$ cat config.mk
export PLATFORM = sky130hd
export DESIGN_NAME = ser_buf_seq
export DESIGN_NICKNAME = d
export VERILOG_FILES = /design/src/rtl/ser_seq_pkg.sv /design/src/rtl/ser_rst_sync.sv /design/src/rtl/ser_next_idx.sv /design/src/rtl/ser_tx_path.sv /design/src/rtl/ser_rx_path.sv /design/src/rtl/ser_buf_seq.sv
export SDC_FILE = /design/constraint.sdc
export NUM_CORES = 2
export LEC_CHECK = 0
export BUFFER_PORTS_ARGS = -buffer_cell sky130_fd_sc_hd__buf_2
export CAP_MARGIN = 20
export CORE_AREA = 3 3 444 446
export CTS_BUF_LIST = sky130_fd_sc_hd__clkbuf_16
export DETAILED_ROUTE_END_ITERATION = 10
export DIE_AREA = 0 0 447 449
export REMOVE_ABC_BUFFERS = 1
export SETUP_SLACK_MARGIN = 0.05
export SYNTH_ARGS = -nofsm -noshare
export SYNTH_HDL_FRONTEND = slang
export SYNTH_SLANG_ARGS = --single-unit
$ cat constraint.sdc
create_clock -name clk -period 69.1 [get_ports clk]
set_input_delay 3.455 -clock clk [delete_from_list [all_inputs] [get_ports clk]]
set_output_delay 3.455 -clock clk [all_outputs]
set_load 0.01 [all_outputs]
$ cat src/rtl/ser_seq_pkg.sv
package ser_seq_pkg;
  localparam int ST_TXU = 0;
  localparam int ST_RXO = 1;
  localparam int ST_SEQ = 2;
  localparam int ST_W   = 3;
  typedef logic [ST_W-1:0] status_t;
endpackage

$ cat src/rtl/ser_rst_sync.sv
module ser_rst_sync (
  input  logic clk,
  input  logic rst_n,
  output logic rst_n_sync
);
  logic [1:0] sync_q;

  always_ff @(posedge clk or negedge rst_n) begin
    if (!rst_n) sync_q <= 2'b00;
    else        sync_q <= {sync_q[0], 1'b1};
  end

  assign rst_n_sync = sync_q[1];
endmodule

$ cat src/rtl/ser_next_idx.sv
module ser_next_idx #(
  parameter int NS = 16,
  localparam int IW = (NS > 1) ? $clog2(NS) : 1
) (
  input  logic [NS-1:0] mask,
  input  logic [IW-1:0] cur,
  input  logic          from_start,
  output logic [IW-1:0] nxt,
  output logic          found
);
  always_comb begin
    nxt   = '0;
    found = 1'b0;
    for (int i = NS - 1; i >= 0; i--) begin
      if (mask[i] && (from_start || (i > int'(cur)))) begin
        nxt   = IW'(i);
        found = 1'b1;
      end
    end
  end
endmodule

$ cat src/rtl/ser_tx_path.sv
module ser_tx_path #(
  parameter int NS = 16,
  parameter int DW = 32,
  localparam int IW = (NS > 1) ? $clog2(NS) : 1
) (
  input  logic           clk,
  input  logic           rst_n,
  input  logic           slot_evt,
  input  logic [NS-1:0]  mask_cfg,
  input  logic           path_en,
  input  logic           wr,
  input  logic [DW-1:0]  wdata,
  output logic [NS*DW-1:0] ser_out,
  output logic           underrun_hit,
  output logic           extra_hit
);
  logic [NS-1:0] mask_q, mask_d;
  logic [IW-1:0] ptr_q, ptr_d;
  logic          done_q, done_d;
  logic          open_q, open_d;
  logic [NS-1:0] wrote_q, wrote_d;
  logic [IW-1:0] first_idx, next_idx;
  logic          first_found, next_found;
  logic          accept;

  ser_next_idx #(.NS(NS)) u_first (
    .mask(mask_cfg), .cur('0), .from_start(1'b1),
    .nxt(first_idx), .found(first_found));

  ser_next_idx #(.NS(NS)) u_next (
    .mask(mask_q), .cur(ptr_q), .from_start(1'b0),
    .nxt(next_idx), .found(next_found));

  assign accept       = path_en && wr && !slot_evt && open_q && !done_q;
  assign extra_hit    = path_en && wr && !accept;
  assign underrun_hit = slot_evt && open_q && !done_q;

  always_comb begin
    mask_d  = mask_q;
    ptr_d   = ptr_q;
    done_d  = done_q;
    open_d  = open_q;
    wrote_d = wrote_q;
    if (slot_evt) begin
      mask_d  = mask_cfg;
      ptr_d   = first_idx;
      done_d  = !first_found;
      open_d  = 1'b1;
      wrote_d = '0;
    end else if (accept) begin
      wrote_d[ptr_q] = 1'b1;
      if (next_found) ptr_d  = next_idx;
      else            done_d = 1'b1;
    end
  end

  always_ff @(posedge clk or negedge rst_n) begin
    if (!rst_n) begin
      mask_q  <= '0;
      ptr_q   <= '0;
      done_q  <= 1'b1;
      open_q  <= 1'b0;
      wrote_q <= '0;
    end else begin
      mask_q  <= mask_d;
      ptr_q   <= ptr_d;
      done_q  <= done_d;
      open_q  <= open_d;
      wrote_q <= wrote_d;
    end
  end

  for (genvar i = 0; i < NS; i++) begin : g_lane
    logic [DW-1:0] buf_q;
    logic [DW-1:0] out_q;
    logic          buf_en;
    logic [DW-1:0] out_d;

    assign buf_en = accept && (ptr_q == IW'(i));
    assign out_d  = wrote_q[i] ? buf_q : '0;

    always_ff @(posedge clk or negedge rst_n) begin
      if (!rst_n)      buf_q <= '0;
      else if (buf_en) buf_q <= wdata;
    end

    always_ff @(posedge clk or negedge rst_n) begin
      if (!rst_n)        out_q <= '0;
      else if (slot_evt) out_q <= out_d;
    end

    assign ser_out[i*DW +: DW] = out_q;

    // a lane left unwritten in the closing slot goes quiet
    a_r8_unwritten_zero: assert property (@(posedge clk) disable iff (!rst_n)
      (slot_evt && !wrote_q[i]) |=> (out_q == '0));
  end

  // while the slot has work left, the pointer sits on an active lane
  a_r2_ptr_on_active: assert property (@(posedge clk) disable iff (!rst_n)
    (open_q && !done_q) |-> mask_q[ptr_q]);

  // each accepted write moves the pointer upward or ends the slot
  a_r2_ascending: assert property (@(posedge clk) disable iff (!rst_n)
    accept |=> ((ptr_q > $past(ptr_q)) || done_q));

  // a finished slot stays finished until the next event
  a_r6_done_holds: assert property (@(posedge clk) disable iff (!rst_n)
    (done_q && !slot_evt) |=> done_q);
endmodule

$ cat src/rtl/ser_rx_path.sv
module ser_rx_path #(
  parameter int NS = 16,
  parameter int DW = 32,
  localparam int IW = (NS > 1) ? $clog2(NS) : 1
) (
  input  logic             clk,
  input  logic             rst_n,
  input  logic             slot_evt,
  input  logic [NS-1:0]    mask_cfg,
  input  logic             path_en,
  input  logic             rd,
  input  logic [NS*DW-1:0] ser_in,
  output logic [DW-1:0]    rdata,
  output logic             overrun_hit,
  output logic             extra_hit
);
  logic [NS-1:0] mask_q, mask_d;
  logic [IW-1:0] ptr_q, ptr_d;
  logic          done_q, done_d;
  logic          open_q, open_d;
  logic [IW-1:0] first_idx, next_idx;
  logic          first_found, next_found;
  logic          accept;
  logic [DW-1:0] hold_q [NS];

  ser_next_idx #(.NS(NS)) u_first (
    .mask(mask_cfg), .cur('0), .from_start(1'b1),
    .nxt(first_idx), .found(first_found));

  ser_next_idx #(.NS(NS)) u_next (
    .mask(mask_q), .cur(ptr_q), .from_start(1'b0),
    .nxt(next_idx), .found(next_found));

  assign accept      = path_en && rd && !slot_evt && open_q && !done_q;
  assign extra_hit   = path_en && rd && !accept;
  assign overrun_hit = slot_evt && open_q && !done_q;
  assign rdata       = accept ? hold_q[ptr_q] : '0;

  always_comb begin
    mask_d = mask_q;
    ptr_d  = ptr_q;
    done_d = done_q;
    open_d = open_q;
    if (slot_evt) begin
      mask_d = mask_cfg;
      ptr_d  = first_idx;
      done_d = !first_found;
      open_d = 1'b1;
    end else if (accept) begin
      if (next_found) ptr_d  = next_idx;
      else            done_d = 1'b1;
    end
  end

  always_ff @(posedge clk or negedge rst_n) begin
    if (!rst_n) begin
      mask_q <= '0;
      ptr_q  <= '0;
      done_q <= 1'b1;
      open_q <= 1'b0;
    end else begin
      mask_q <= mask_d;
      ptr_q  <= ptr_d;
      done_q <= done_d;
      open_q <= open_d;
    end
  end

  for (genvar i = 0; i < NS; i++) begin : g_lane
    logic [DW-1:0] hold_d;
    assign hold_d = mask_cfg[i] ? ser_in[i*DW +: DW] : '0;

    always_ff @(posedge clk or negedge rst_n) begin
      if (!rst_n)        hold_q[i] <= '0;
      else if (slot_evt) hold_q[i] <= hold_d;
    end
  end

  // reads are served only from lanes in the sampled receive set
  a_r3_ptr_on_active: assert property (@(posedge clk) disable iff (!rst_n)
    (open_q && !done_q) |-> mask_q[ptr_q]);

  // each accepted read moves the pointer upward or ends the slot
  a_r3_ascending: assert property (@(posedge clk) disable iff (!rst_n)
    accept |=> ((ptr_q > $past(ptr_q)) || done_q));

  // with the path removed the pointer does not move
  a_r7_idle_when_off: assert property (@(posedge clk) disable iff (!rst_n)
    (!path_en && !slot_evt) |=> $stable(ptr_q));
endmodule

$ cat src/rtl/ser_buf_seq.sv
module ser_buf_seq
  import ser_seq_pkg::*;
#(
  parameter int NS = 16,
  parameter int DW = 32
) (
  input  logic             clk,
  input  logic             rst_n,
  input  logic [NS-1:0]    cfg_active,
  input  logic [NS-1:0]    cfg_is_tx,
  input  logic             cfg_tx_bussel,
  input  logic             cfg_rx_bussel,
  input  logic             tx_slot_evt,
  input  logic             rx_slot_evt,
  input  logic             port_wr,
  input  logic [DW-1:0]    port_wdata,
  input  logic             port_rd,
  output logic [DW-1:0]    port_rdata,
  output logic [NS*DW-1:0] ser_tx_data,
  input  logic [NS*DW-1:0] ser_rx_data,
  input  logic [ST_W-1:0]  status_clr,
  output logic             tx_underrun,
  output logic             rx_overrun,
  output logic             seq_err
);
  logic    rst_n_s;
  logic    txu_hit, rxo_hit, tx_extra, rx_extra;
  status_t st_q, st_d, st_set;

  ser_rst_sync u_rst (.clk(clk), .rst_n(rst_n), .rst_n_sync(rst_n_s));

  ser_tx_path #(.NS(NS), .DW(DW)) u_tx (
    .clk(clk), .rst_n(rst_n_s), .slot_evt(tx_slot_evt),
    .mask_cfg(cfg_active & cfg_is_tx), .path_en(!cfg_tx_bussel),
    .wr(port_wr), .wdata(port_wdata), .ser_out(ser_tx_data),
    .underrun_hit(txu_hit), .extra_hit(tx_extra));

  ser_rx_path #(.NS(NS), .DW(DW)) u_rx (
    .clk(clk), .rst_n(rst_n_s), .slot_evt(rx_slot_evt),
    .mask_cfg(cfg_active & ~cfg_is_tx), .path_en(!cfg_rx_bussel),
    .rd(port_rd), .ser_in(ser_rx_data), .rdata(port_rdata),
    .overrun_hit(rxo_hit), .extra_hit(rx_extra));

  always_comb begin
    st_set         = '0;
    st_set[ST_TXU] = txu_hit;
    st_set[ST_RXO] = rxo_hit;
    st_set[ST_SEQ] = tx_extra || rx_extra;
    st_d           = (st_q & ~status_clr) | st_set;
  end

  always_ff @(posedge clk or negedge rst_n_s) begin
    if (!rst_n_s) st_q <= '0;
    else          st_q <= st_d;
  end

  assign tx_underrun = st_q[ST_TXU];
  assign rx_overrun  = st_q[ST_RXO];
  assign seq_err     = st_q[ST_SEQ];

  // an unfinished transmit slot always leaves the flag set
  a_r4_underrun_set: assert property (@(posedge clk) disable iff (!rst_n_s)
    txu_hit |=> tx_underrun);

  // an unfinished receive slot always leaves the flag set
  a_r5_overrun_set: assert property (@(posedge clk) disable iff (!rst_n_s)
    rxo_hit |=> rx_overrun);

  // flags hold until their clear bit is written
  a_r9_txu_sticky: assert property (@(posedge clk) disable iff (!rst_n_s)
    (tx_underrun && !status_clr[ST_TXU]) |=> tx_underrun);

  a_r9_seq_sticky: assert property (@(posedge clk) disable iff (!rst_n_s)
    (seq_err && !status_clr[ST_SEQ]) |=> seq_err);

  // no sequencing error comes from a removed path
  a_r7_no_err_when_off: assert property (@(posedge clk) disable iff (!rst_n_s)
    (cfg_tx_bussel && cfg_rx_bussel && !seq_err) |=> !seq_err);
endmodule

### Word-level counts from Yosys, hierarchy flattened

Cells that the tools add are included.

* bits in writable memories: 0
* input bits: 587
* memory bits (read-only): 0
* memories: 0
* register bits after elaboration: 1601
* logic and storage cells: 374
* output and inout port bits: 547
* latch bits: 0

* shift-type cells: 0
* equal/unequal tests: 17
* multiplexer cells: 176
* add/sub/neg operators: 0
* magnitude comparators: 33
* bitwise gates (word level): 8
* divide/modulo/power cells: 0
* reductions and logical operators: 81
* $mul: 0

Operator list (number)
* two-way mux 32 bit: 35
* two-way mux 4 bit: 68
* binary-select mux 32 bit (select 4 bit): 1
* two-way mux 1 bit: 69
* > comparator 4 bit (first input constant): 16
* logical AND 1 bit: 61
* bitwise AND 16 bit: 2
* == test 4 bit (second input constant): 8
* > comparator 3 x 4 -> 1 bit (first input constant): 8
* two-way mux 16 bit: 2
* == test 4 x 3 -> 1 bit (second input constant): 4
* > comparator 2 x 4 -> 1 bit (first input constant): 4
* NOT 16 bit: 1
* bitwise OR 16 bit: 1
* logical NOT 1 bit: 10
* == test 4 x 2 -> 1 bit (second input constant): 2
* > comparator 1 x 4 -> 1 bit (first input constant): 2
* AND reduction 2 bit: 4
* nonzero test 2 bit: 4
* >= comparator 5 bit (second input constant): 1
* less-than comparator 4 x 5 -> 1 bit (second input constant): 1
* NOT 4 -> 5 bit: 1
* demux 1 bit (select 4 bit): 1
* == test 4 x 1 -> 1 bit (second input constant): 1
* 7 further kinds: 8

### Depth between registers and ports, before layout

* word-level depth: 20
* depth in mapped cells: 9
* gate-level depth less buffers: 6

### Cells and area by module

Synthesis repeated with hierarchy kept, for this count alone.

* cell total of the unflattened synthesis: 6382
* area, all modules: 69221.4 µm²

Modules (own cells, without submodules)
* ser_tx_path: cells each 3459, area an instance 41770.1 µm², sequential area each 26576.7 µm², times used 1
* ser_rx_path: cells each 2548, area an instance 25007.7 µm², sequential area each 13364.1 µm², times used 1
* ser_next_idx: cells each 82, area an instance 518.0 µm², sequential area each 0.0 µm², times used 4
* ser_buf_seq: cells each 44, area an instance 317.8 µm², sequential area each 75.1 µm², times used 1
* ser_rst_sync: cells each 3, area an instance 53.8 µm², sequential area each 50.0 µm², times used 1

### Least setup slack after synthesis

OpenSTA, ideal clock, no wires.

* path kind: input to output
* start: in rx_slot_evt
* end: out port_rdata[10]
* data required time: 65.645 ns
* arrival time: 4.288 ns
* slack: 61.357 ns
* stages: 4
* cells stage by stage: nor3b_1 nand2b_1 clkbuf_1 nor2b_1

* longest elaborated chain between the ends: 5

RTL lines
* start: declaration: line ser_buf_seq.sv:14 `input logic rx_slot_evt,`
* logical NOT 1 bit: line ser_rx_path.sv:34 `assign accept = path_en && rd && !slot_evt && open_q && !done_q;`
* logical AND 1 bit (3 in a row): line ser_rx_path.sv:34
* two-way mux 32 bit: line ser_rx_path.sv:37 `assign rdata = accept ? hold_q[ptr_q] : '0;`
* end: declaration: line ser_buf_seq.sv:18 `output logic [DW-1:0] port_rdata,`

Every way passes these cells.

### Final worst setup path

* start: in rx_slot_evt
* end: out port_rdata[22]

Same word-level chain as after synthesis.

==> metrics.md <==
| Metric | Value |
|---|---|
| Crit path largest cell delay | 0.63 ns |
| Required time of the critical path | 65.64 ns |
| Type of destination of the critical path | output port |
| Startpoint of the worst register-to-register path | u_rst.sync_q[1] |
| CP max FO | 35 |
| Highest layer used for signal routing | met5 |
| Final-stage net count | 6760 |
| Routed wire length on met3 | 23.18 mm |
| Path category of the worst min-delay check | reg -> reg |
| Final core utilization | 40.72% |
| Proportion of power drawn by the clock network | 38.0% |
| Sort of element at the start of the critical path | input pin |
| Cell area after synthesis | 0.06461 mm^2 |
| Switching power as a share of total power | 26.99% |
| Achievable Freq | 0.1124 GHz |
| Async SR Flop Fraction | 100.0% |
| Antenna viol nets, final | 0 |
| Top-level I/O count | 1134 |
| Unrepaired setup endpoints after global routing | no |
| Sum of met2 wire segment lengths after detailed routing | 124.8 mm |
| Run status | finished clean |
| Portion of the clock cycle consumed by the worst path in the final layout | 12.88% |
| Wire length on met1 | 96.83 mm |
| Wire length of the first global-routing pass | 373.6 mm |
| Number of H-tree branching levels | 4 |
| Sequential share of the synthesized area | 61.93% |
| Latest clock arrival within the worst-skew pair | 0.83 ns |
| Post-synthesis instance total | 5176 |
| Power per cell area | 30.30 mW/mm^2 |
| Cell breakdown of the critical path | buf_2 > nor3b_1 > nand2b_2 > nor2b_1 > buf_2 |
| TritonCTS clock tree | done |
| Mean post-synth cell area | 12.48 um^2 |
| Power, Total | 0.002381 W |
| Final-report hold violation count | 0 |
| Beginning of the critical path | rx_slot_evt |
| Clock root cell | clkbuf_16 |
| Width of the chip | 447 um |
| Register bit count reported by yosys | 1599 |
| Total of cells resized after clock tree synthesis | 0 |
| Final Worst Setup Slack | 60.20 ns |
| DIE AREA | 0.2007 mm^2 |
| Setup Slack @ Placement | 60.25 ns |
| Worst-case clock buffer depth | 3 |
| Syn. warnings | 0 |
| Layout overhead on the synthesized area | 21.62% |
| Cells on worst reg2reg path | 5 |
| Clock tree skew after final layout | 0.07839 ns |
| Post-route setup TNS | 0 ns |
| Antenna violations before repair | 163 |
| Fraction of final layout cells with drive strength greater than 1 | 34.38% |
| Number of global-route vias before repair | 48830 |
| Worst-margin pin slew | 1.118 ns |
| Cell seen most often among critical-path stages | buf_2 |
| Cell-internal power | 0.001738 W |
| Netlist cell types | 63 |
| Inserted Clock Buffers | 173 |
| Capturing instance or port of the critical path | port_rdata[22] |
| Postcts setup bufs | 0 |
| Number of buffers added to fix hold violations after cts | 0 |
| Post-route DRC | 0 |
| Die Span Y | 449 um |
| Number of max-capacitance violations reported | 0 |
| Drt first-iter violations | 4570 |
| Primary FF master, synth | dfrtp_1 |
| Net switching power | 0.0006425 W |
| DR vias | 47840 |
| Crit path time final | 8.900 ns |
| Arr. time, crit path | 5.44 ns |
| Pre-Repair DR Iteration Count | 5 |
| Critical setup path kind | in -> out |
| Max-slew headroom | 25.29% |
| Worst flop-to-flop path endpoint | u_tx.g_lane[1].buf_q[31] |
| Placement row count | 161 |
| Highest-delay cell along the critical path | nand2b_2 |
| GR Overflow Total | 0 |
| Detailed placer's ending HPWL | 185.2 mm |
| Leakage power of the design | 37.81 nW |
| Seq pwr share | 48.9% |
| Worst reg2reg setup slack | 64.16 ns |
| Count of input and output buffers | 1133 |
| CTS sink cnt | 1599 |
| Post-detailed-routing wire length | 266.6 mm |
| Vias per cell | 5.337 |
| Overall track demand over capacity in global routing | 26.05% |
| Core area | 0.1930 mm^2 |
| Max VDD drop | 0.02141 mV |
| Post-DR wirelength/cell | 29.74 um |
| Clock-pin slew on the worst setup and hold paths | 0.06 ns |
| Placer Congestion | 0.9613 |
| Pin count of the biggest net entering global routing | 178 |
| Starting Density | 33.48% |
| Proportion of power drawn by combinational gates | 13.1% |
| EDFF count, synth | 0 |
| Max-slew violations | 0 |
| # setup viols final | 0 |
cell families (layout without fill, tap and decap cells):
kind of cell	Yosys count	in the layout	share of synthesized area (%)
DFF	1599	1599	61.93
AOI/OAI and AO/OA	1172	1172	12.48
other	1	127	0.005804
buffers and inverters	928	2063	5.602
muxes	677	677	14.59
and+or+nand+nor	799	799	5.391
layer usage:
metal	vias to the layer above	GRT usage [%]
met5	-	0
met4	36	20.14
met3	676	7.866
met2	2216	40.64
met1	24980	29.90
li1	19930	-
synth_stat cells, types with 4 or more instances:
cell | instances | share of area, %
a22oi_1 | 4 | 0.046
o31ai_1 | 4 | 0.046
nor2_2 | 9 | 0.087
and2_1 | 28 | 0.27
buf_1 | 29 | 0.17
a22o_1 | 484 | 6.6
clkbuf_1 | 283 | 1.6
nor3_2 | 4 | 0.062
a21oi_1 | 28 | 0.22
mux2_1 | 6 | 0.10
o21ai_0 | 541 | 4.2
mux2_2 | 511 | 8.9
nand2_1 | 542 | 3.1
nor2_1 | 62 | 0.36
o22ai_1 | 4 | 0.039
nand2b_1 | 20 | 0.19
a31oi_1 | 8 | 0.077
dfrtp_1 | 1597 | 62
o2bb2ai_1 | 36 | 0.49
o21bai_1 | 6 | 0.070
nor2b_1 | 53 | 0.51
nand3b_1 | 4 | 0.046
mux4_2 | 160 | 5.6
buf_2 | 61 | 0.47
nand3_1 | 54 | 0.42
buf_4 | 16 | 0.19
or2_2 | 5 | 0.048
inv_1 | 539 | 3.1
a21o_1 | 17 | 0.20
power groups by stage:
| stage | sequential [W] | combinational (W) | clock, W |
|---|---|---|---|
| after global placement | 0.00117 | 0.000305 | 0 |
| after floorplan | 0.00118 | 0.000198 | 0 |
| after global routing | 0.00118 | 0.000336 | 0.000960 |
| after detailed placement | 0.00118 | 0.000313 | 0 |
| final | 0.00117 | 0.000312 | 0.000904 |
| after CTS | 0.00116 | 0.000314 | 0.000919 |
worst min-delay path by stage:
stage | from | endpoint | slack, ns | depth (start not counted)
2_1_floorplan | u_rst.sync_q[0] | u_rst.sync_q[1] | 0.33 | 0
3_5_place_dp | u_rst.sync_q[0] | u_rst.sync_q[1] | 0.35 | 0
3_3_place_gp | u_rst.sync_q[0] | u_rst.sync_q[1] | 0.34 | 0
5_1_grt | u_rst.sync_q[0] | u_rst.sync_q[1] | 0.36 | 0
4_1_cts | u_rst.sync_q[0] | u_rst.sync_q[1] | 0.35 | 0
6_report | u_rst.sync_q[0] | u_rst.sync_q[1] | 0.34 | 0
cell type report:
type | count | area [um^2]
Antenna cell | 126 | 315.3
Inverter | 539 | 2031
Clock buffer | 174 | 4354
Tap cell | 2526 | 3161
Timing Repair Buffer | 1211 | 6406
Multi-Input combinational cell | 2649 | 21120
Fill cell | 18400 | 114400
Clock inverter | 139 | 1165
Sequential cell | 1599 | 40030
critical path, delay by kind of cell:
family                 cells  cell delay (ns)
buffers and inverters      2             0.51
and+or+nand+nor            3             1.42
metrics by stage:
| stage | hold WS [ns] | cell area, um^2 | cells |
|---|---|---|---|
| floorplan | 0.3312 | 63020 | 4787 |
| global placement | 0.3384 | 72630 | 8519 |
| detailed placement | 0.3471 | 72670 | 8521 |
| CTS | 0.3485 | 78190 | 8834 |
| global route | 0.3636 | 78490 | 8927 |
| finish | 0.3413 | 78580 | 8963 |
registers in the layout (all words and copies together), names as in the netlist:
signal             flops
u_tx.wrote_q          16
u_tx.g_lane.out_q    512
u_tx.done_q            1
u_tx.g_lane.buf_q    512
u_rx.open_q            1
u_tx.mask_q           15
u_tx.ptr_q             4
u_rx.done_q            1
u_rst.sync_q           2
u_rx.hold_q          512
u_rx.mask_q           15
u_tx.open_q            1
u_rx.ptr_q             4
st_q                   3
layout by cell type (no fill, tap or decap), types with 126 or more instances in the layout:
cell type / instances
dfrtp_1: 1592
buf_2: 1132
inv_1: 578
nand2_1: 542
o21ai_0: 541
mux2_2: 511
a22o_1: 484
clkbuf_16: 174
mux4_2: 160
diode_2: 126
Power figures use the tool's default switching activity.
